<file path="src/rtl/mac_pkg.sv">
package mac_pkg;

  localparam int UPC_W = 4;

  // mode bits: [1] forces a branch, [0] selects target field / zero test
  typedef enum logic [1:0] {
    SEQ_NEXT     = 2'b00,
    SEQ_IFNZ     = 2'b01,
    SEQ_DISPATCH = 2'b10,
    SEQ_GOTO     = 2'b11
  } seq_mode_e;

  typedef struct packed {
    logic      mem_wr;
    logic      mem_rd;
    logic      mar_wr;
    logic      pc_wr;
    logic      pc_rd;
    logic      acc_wr;
    logic      acc_rd;
    logic      ir_wr;
    logic      ir_rd;
    logic      arg_wr;
    logic      alu_f0;
    logic      alu_f1;
    logic      buf_rd;
    seq_mode_e mode;
    logic [UPC_W-1:0] target;
  } uword_t;

  function automatic uword_t urom(input logic [UPC_W-1:0] a);
    uword_t w;
    w = '0;
    w.mode = SEQ_GOTO;
    unique case (a)
      4'd0:  begin w.pc_rd  = 1'b1; w.mar_wr = 1'b1; w.mode = SEQ_NEXT; end
      4'd1:  begin w.mem_rd = 1'b1; w.ir_wr  = 1'b1; w.mode = SEQ_NEXT; end
      4'd2:  begin w.ir_rd  = 1'b1; w.mar_wr = 1'b1; w.mode = SEQ_DISPATCH; end
      4'd3:  begin w.mode = SEQ_IFNZ; w.target = 4'd10; end
      4'd4:  begin w.ir_rd  = 1'b1; w.pc_wr  = 1'b1; w.target = 4'd0; end
      4'd5:  begin w.acc_rd = 1'b1; w.arg_wr = 1'b1; w.target = 4'd12; end
      4'd6:  begin w.acc_rd = 1'b1; w.arg_wr = 1'b1; w.target = 4'd13; end
      4'd7:  begin w.mem_rd = 1'b1; w.acc_wr = 1'b1; w.target = 4'd10; end
      4'd8:  begin w.acc_rd = 1'b1; w.mem_wr = 1'b1; w.target = 4'd10; end
      4'd9:  begin w.mode = SEQ_NEXT; end
      4'd10: begin w.pc_rd  = 1'b1; w.alu_f1 = 1'b1; w.mode = SEQ_NEXT; end
      4'd11: begin w.buf_rd = 1'b1; w.pc_wr  = 1'b1; w.target = 4'd0; end
      4'd12: begin w.mem_rd = 1'b1; w.target = 4'd14; end
      4'd13: begin w.mem_rd = 1'b1; w.alu_f0 = 1'b1; w.mode = SEQ_NEXT; end
      4'd14: begin w.buf_rd = 1'b1; w.acc_wr = 1'b1; w.target = 4'd10; end
      default: begin w.target = 4'd0; end
    endcase
    return w;
  endfunction

endpackage

</file>
<file path="src/rtl/mac_alu.sv">
module mac_alu #(
  parameter int W = 7
) (
  input  logic         f0,
  input  logic         f1,
  input  logic [W-1:0] opa,
  input  logic [W-1:0] opb,
  output logic [W-1:0] res
);
  always_comb begin
    unique case ({f0, f1})
      2'b00:   res = opa + opb;
      2'b10:   res = opa - opb;
      2'b01:   res = opb + W'(1);
      default: res = '0;
    endcase
  end
endmodule

</file>
<file path="src/rtl/mac_useq.sv">
module mac_useq
  import mac_pkg::*;
#(
  parameter int OPC_W = 3
) (
  input  logic             clk,
  input  logic             rst_n,
  input  seq_mode_e        mode,
  input  logic [UPC_W-1:0] target,
  input  logic             acc_nz,
  input  logic [OPC_W-1:0] opcode,
  output logic [UPC_W-1:0] upc
);
  logic             force_br, zero_br, take_br;
  logic [UPC_W-1:0] br_base, base, step, nxt;

  assign force_br = mode[1];
  assign zero_br  = mode[0] & acc_nz;
  assign take_br  = force_br | zero_br;
  assign br_base  = mode[0] ? target : UPC_W'(opcode);
  assign base     = take_br ? br_base : upc;
  assign step     = take_br ? (mode[0] ? UPC_W'(0) : UPC_W'(3)) : UPC_W'(1);
  assign nxt      = base + step;

  always_ff @(posedge clk or negedge rst_n) begin
    if (!rst_n) upc <= '0;
    else        upc <= nxt;
  end
endmodule

</file>
<file path="src/rtl/mac_datapath.sv">
module mac_datapath
  import mac_pkg::*;
#(
  parameter int ADDR_W = 4
) (
  input  logic              clk,
  input  logic              rst_n,
  input  uword_t            uw,
  input  logic              ld_en,
  input  logic [ADDR_W-1:0] ld_addr,
  input  logic [ADDR_W+2:0] ld_data,
  input  logic [ADDR_W-1:0] dbg_addr,
  output logic [ADDR_W+2:0] dbg_data,
  output logic [ADDR_W+2:0] pc_q,
  output logic [ADDR_W+2:0] acc_q,
  output logic [ADDR_W+2:0] ir_q,
  output logic [ADDR_W+2:0] buf_q,
  output logic              acc_nz,
  output logic [2:0]        opcode,
  output logic [4:0]        bus_src
);
  localparam int W     = ADDR_W + 3;
  localparam int DEPTH = 1 << ADDR_W;

  logic [W-1:0] mem [DEPTH];
  logic [W-1:0] mar_q, arg_q, bus, mem_q, alu_y;

  assign mem_q    = mem[mar_q[ADDR_W-1:0]];
  assign dbg_data = mem[dbg_addr];
  assign bus_src  = {uw.mem_rd, uw.pc_rd, uw.acc_rd, uw.ir_rd, uw.buf_rd};

  always_comb begin
    if      (uw.mem_rd) bus = mem_q;
    else if (uw.pc_rd)  bus = pc_q;
    else if (uw.acc_rd) bus = acc_q;
    else if (uw.ir_rd)  bus = ir_q;
    else if (uw.buf_rd) bus = buf_q;
    else                bus = '0;
  end

  mac_alu #(.W(W)) u_alu (
    .f0  (uw.alu_f0),
    .f1  (uw.alu_f1),
    .opa (arg_q),
    .opb (bus),
    .res (alu_y)
  );

  always_ff @(posedge clk) begin
    if (ld_en)          mem[ld_addr] <= ld_data;
    else if (uw.mem_wr) mem[mar_q[ADDR_W-1:0]] <= bus;
  end

  always_ff @(posedge clk or negedge rst_n) begin
    if (!rst_n) begin
      mar_q <= '0;
      pc_q  <= '0;
      acc_q <= '0;
      ir_q  <= '0;
      arg_q <= '0;
      buf_q <= '0;
    end else begin
      if (uw.mar_wr) mar_q <= bus;
      if (uw.pc_wr)  pc_q  <= bus;
      if (uw.acc_wr) acc_q <= bus;
      if (uw.ir_wr)  ir_q  <= bus;
      if (uw.arg_wr) arg_q <= bus;
      buf_q <= alu_y;
    end
  end

  assign acc_nz = |acc_q;
  assign opcode = ir_q[ADDR_W +: 3];
endmodule

</file>
<file path="src/rtl/mac_cpu.sv">
module mac_cpu
  import mac_pkg::*;
#(
  parameter int ADDR_W = 4
) (
  input  logic              clk,
  input  logic              rst_n,
  input  logic              ld_en,
  input  logic [ADDR_W-1:0] ld_addr,
  input  logic [ADDR_W+2:0] ld_data,
  input  logic [ADDR_W-1:0] dbg_addr,
  output logic [ADDR_W+2:0] dbg_data,
  output logic [UPC_W-1:0]  upc_o,
  output logic [ADDR_W+2:0] pc_o,
  output logic [ADDR_W+2:0] acc_o
);
  localparam int W = ADDR_W + 3;

  uword_t       uw;
  logic         acc_nz;
  logic [2:0]   opcode;
  logic [W-1:0] ir_q, buf_q;
  logic [4:0]   bus_src;

  assign uw = urom(upc_o);

  mac_useq #(.OPC_W(3)) u_seq (
    .clk    (clk),
    .rst_n  (rst_n),
    .mode   (uw.mode),
    .target (uw.target),
    .acc_nz (acc_nz),
    .opcode (opcode),
    .upc    (upc_o)
  );

  mac_datapath #(.ADDR_W(ADDR_W)) u_dp (
    .clk      (clk),
    .rst_n    (rst_n),
    .uw       (uw),
    .ld_en    (ld_en),
    .ld_addr  (ld_addr),
    .ld_data  (ld_data),
    .dbg_addr (dbg_addr),
    .dbg_data (dbg_data),
    .pc_q     (pc_o),
    .acc_q    (acc_o),
    .ir_q     (ir_q),
    .buf_q    (buf_q),
    .acc_nz   (acc_nz),
    .opcode   (opcode),
    .bus_src  (bus_src)
  );
endmodule

</file>
<file path="config.mk">
export PLATFORM = sky130hd
export DESIGN_NAME = mac_cpu
export DESIGN_NICKNAME = d
export VERILOG_FILES = /design/src/rtl/mac_pkg.sv /design/src/rtl/mac_alu.sv /design/src/rtl/mac_useq.sv /design/src/rtl/mac_datapath.sv /design/src/rtl/mac_cpu.sv
export SDC_FILE = /design/constraint.sdc
export NUM_CORES = 1
export LEC_CHECK = 0
export BUFFER_PORTS_ARGS = -buffer_cell sky130_fd_sc_hd__buf_4
export CELL_PAD_IN_SITES_DETAIL_PLACEMENT = 2
export CELL_PAD_IN_SITES_GLOBAL_PLACEMENT = 2
export CORE_ASPECT_RATIO = 2
export CORE_MARGIN = 2
export CORE_UTILIZATION = 40
export DETAILED_ROUTE_END_ITERATION = 12
export GPL_TIMING_DRIVEN = 0
export PLACE_DENSITY = 0.79
export SYNTH_ARGS = -nofsm -noshare
export SYNTH_HDL_FRONTEND = slang
export SYNTH_SLANG_ARGS = --single-unit
</file>
<file path="constraint.sdc">
create_clock -name clk -period 4.21 [get_ports clk]
set_input_delay 0.6315 -clock clk [delete_from_list [all_inputs] [get_ports clk]]
set_output_delay 0.6315 -clock clk [all_outputs]
set_load 0.03 [all_outputs]
</file>
==> results.ini <==
[logic_synthesis]
ys_ff_latch = 155
yosysSeqAreaShare = 0.535
yosysUniqueCellTypes = 65
yosysWarnings = 0
synth_top_area_share = 0.406
synth_edf_count = 112
syn_nets = 628
synthTopCellsByArea = edfxtp_1 41%, mux4_2 16%, dfrtp_1 13%, mux2_2 3.3%, nor2_1 2.8%
synth_cells = 597
synth_area_mm2 = 0.00829
avgSynthCellArea_um2 = 13.9
synthArstFlopShare = 0.277
synth_largest_area_cell = edfxtp_1
synth_flop_cell = edfxtp_1

[detailed_routing]
wl_met2_um = 16100
drtIter0Drc = 273
highest_layer = met4
drt_pass1_iterations = 4
vias = 5776
wl_met3_um = 913
routed_wl_um = 27100
ant_nets = 0
met1Wirelength_um = 8490
wl_per_cell_um = 29.1
vias_per_cell = 6.20
drc_errors = 0

[worst_setup_path]
crit_path_cell_trace = buf_2, nor2_1, nand2_1, nand2_1, a222oi_1, nand3_2, ha_1, inv_1, ha_1, o21bai_2, maj3_2, o2111a_1, or3_1, a31oi_1, xor2_1
r2r-end = u_dp.buf_q[6]
path_buf_inv = 2
slowest_delay_ns = 0.44
crit_slowest_cell = dfrtp_1
critical_path_required_ns = 4.57
crit_path_end_kind = flip-flop
cpLargestDelayFamily = simple AND/OR/NAND/NOR gates
r2r_start = u_seq.upc[1]
critPathKind = reg -> reg
start_kind = flip-flop
r2r.worst_path.cells = 15
rrSetupSlack_ns = 0.18
critical_path_arrival_ns = 4.39
cp_max_fo = 10

[sta]
skew_ns = 0.0117
max_freq_mhz = 248
hold_viol = 0
slew_violations = 0
tightest_slew_ns = 1.36
post-route-min-period_ns = 4.03
setup_violations = 0
fin_crit_sh = 0.957
relSlewSlack = 0.0916

[worst_hold_path]
hp-class = in -> async

[cts]
clockBufferDepth = 2
h-tree-depth = 4
cts_root_buf = clkbuf_16
numClockSinks = 155
path_clk_slew_ns = 0.07
cts_tree = yes
clock_latency_ns = 0.45
cts.hold.buffers_added = 0
numCtsBuffers = 17

[finish]
nets = 683
synthToLayoutAreaGrowth_pct = 15.9
postLayoutCoreUtil = 0.472
antenna_cells = 0
fin_area_mm2 = 0.00961
final_layout_size_suffix_gt1_frac = 0.287

[grt]
grt_util_all_layers = 0.258
grt_pass1_vias = 6601
grt_pass1_wl_um = 40800
grt_max_degree = 44
grt_overflow_total = 0
antenna_found_initial = 0

[floorplanning]
ios = 43
dieArea_mm2 = 0.0220
die_h_um = 208
die_x_um = 106
floorplan.initialDensity = 0.407
num_rows = 74
core_area_mm2 = 0.0204

[power_and_ir_drop]
power.density_mw_per_mm2 = 823
p_leak_nw = 3.46
peakVddDrop_uv = 612

[place]
io_buffers = 38
placedInstanceArea_mm2 = 0.00891
dp_hpwl_um = 20900
place_congestion = 0.887

[job]
maxCapViolCount = 0

[run_status]
run_status = finished, final reports clean

==> per-stage QoR <==
stage / hold slack, ns / instances / power, mW / TNS, ns / setup slack (ns)
2_1_floorplan: 0.336 / 597 / 4.89 / 0 / 0.290
3_3_place_gp: 0.525 / 901 / 5.99 / -4.31 / -0.644
6_report: 0.184 / 931 / 7.91 / 0 / 0.182
4_1_cts: 0.204 / 930 / 7.93 / 0 / 0.00837
5_1_grt: 0.229 / 931 / 8.33 / -0.0119 / -0.0119
3_5_place_dp: 0.551 / 901 / 6.22 / -13.79 / -0.914
==> state kept, by name, summed over array words and instances, names as in the netlist <==
register    flops
u_dp.acc_q      7
u_dp.arg_q      7
u_dp.buf_q      7
u_dp.ir_q       7
u_dp.mar_q      4
u_dp.mem      112
u_dp.pc_q       7
u_seq.upc       4
==> how the worst max path moves through the flow <==
stage             startpoint       endpoint  slack [ns]  depth (start not counted)
2_1_floorplan  u_dp.mar_q[0]  u_dp.buf_q[6]        0.29                         11
3_3_place_gp   u_dp.mar_q[1]  u_dp.buf_q[6]       -0.64                         17
3_5_place_dp   u_dp.mar_q[0]  u_dp.buf_q[6]       -0.91                         14
4_1_cts        u_dp.mar_q[1]  u_dp.buf_q[6]       0.008                         15
5_1_grt         u_seq.upc[0]  u_dp.buf_q[6]       -0.01                         14
6_report        u_seq.upc[1]  u_dp.buf_q[6]        0.18                         15
==> cells in the final DEF, fill, tap and decap left out, types with 4 or more instances in the layout <==
cell | synthesis | layout
ha_1 | 12 | 12
buf_4 | 1 | 43
nor3_1 | 8 | 6
inv_1 | 13 | 13
mux2_2 | 24 | 24
a22o_1 | 4 | 4
mux2i_1 | 17 | 17
inv_2 | 5 | 5
edfxtp_1 | 112 | 112
nor2b_1 | 6 | 6
a21oi_1 | 30 | 29
nand2b_1 | 10 | 9
o21ai_1 | 2 | 4
buf_2 | 8 | 7
a22oi_1 | 9 | 9
a31oi_1 | 10 | 10
xnor2_1 | 13 | 13
xor2_1 | 5 | 5
and2_1 | 6 | 6
buf_1 | 10 | 6
mux4_2 | 58 | 58
and3_1 | 5 | 5
nand2_1 | 26 | 26
nor2_1 | 61 | 61
o21ai_0 | 17 | 15
dfrtp_1 | 43 | 42
or3_1 | 4 | 4
clkbuf_16 | 0 | 17
clkbuf_1 | 18 | 12
==> cells in the mapped netlist (all sizes together), types with 12 or more instances <==
cell type and n:
mux2i 17, mux2 24, inv 18, xnor2 13
mux4 61, edfxtp 112, dfrtp 43, nand2 26
ha 12, a21oi 31, clkbuf 18, nor2 61
buf 21, o21ai 19
==> final cells by class <==
class / count / area, um^2
plain buffers: 34 / 196
clock buffers: 18 / 429
clock inverters: 14 / 185
fillers: 1986 / 10800
inverters: 18 / 67.6
multi-input cells: 385 / 3650
flip-flops and latches: 155 / 4440
well taps: 266 / 333
repair buffers: 41 / 308
==> logic make-up after synthesis <==
group / after synthesis / synth area share
buf+inv: 57 / 0.0303
flops: 155 / 0.535
xor+xnor: 18 / 0.0190
compound gates: 108 / 0.0899
simple gates: 141 / 0.0807
fa+ha+maj: 16 / 0.0243
mux: 102 / 0.220
==> timing repair <==
item | CTS | global route
setup endpoints to repair | 45 | 1
resized for setup | 18 | 8
setup buffers | 0 | 1
cloned | 0 | 0
==> power breakdown <==
| group | switching [mW] | internal [mW] | leakage, nW |
|---|---|---|---|
| clock | 0.679 | 0.949 | 0.299 |
| combinational | 2.50 | 1.61 | 1.62 |
| sequential | 0.233 | 1.94 | 1.54 |
==> layer usage <==
metal  up-vias  track usage
met4         0        0.171
met2       201        0.506
met1      3047        0.235
li1       2447            -
met5         -            0
met3        81       0.0389
(Power assumes the default switching activity.)
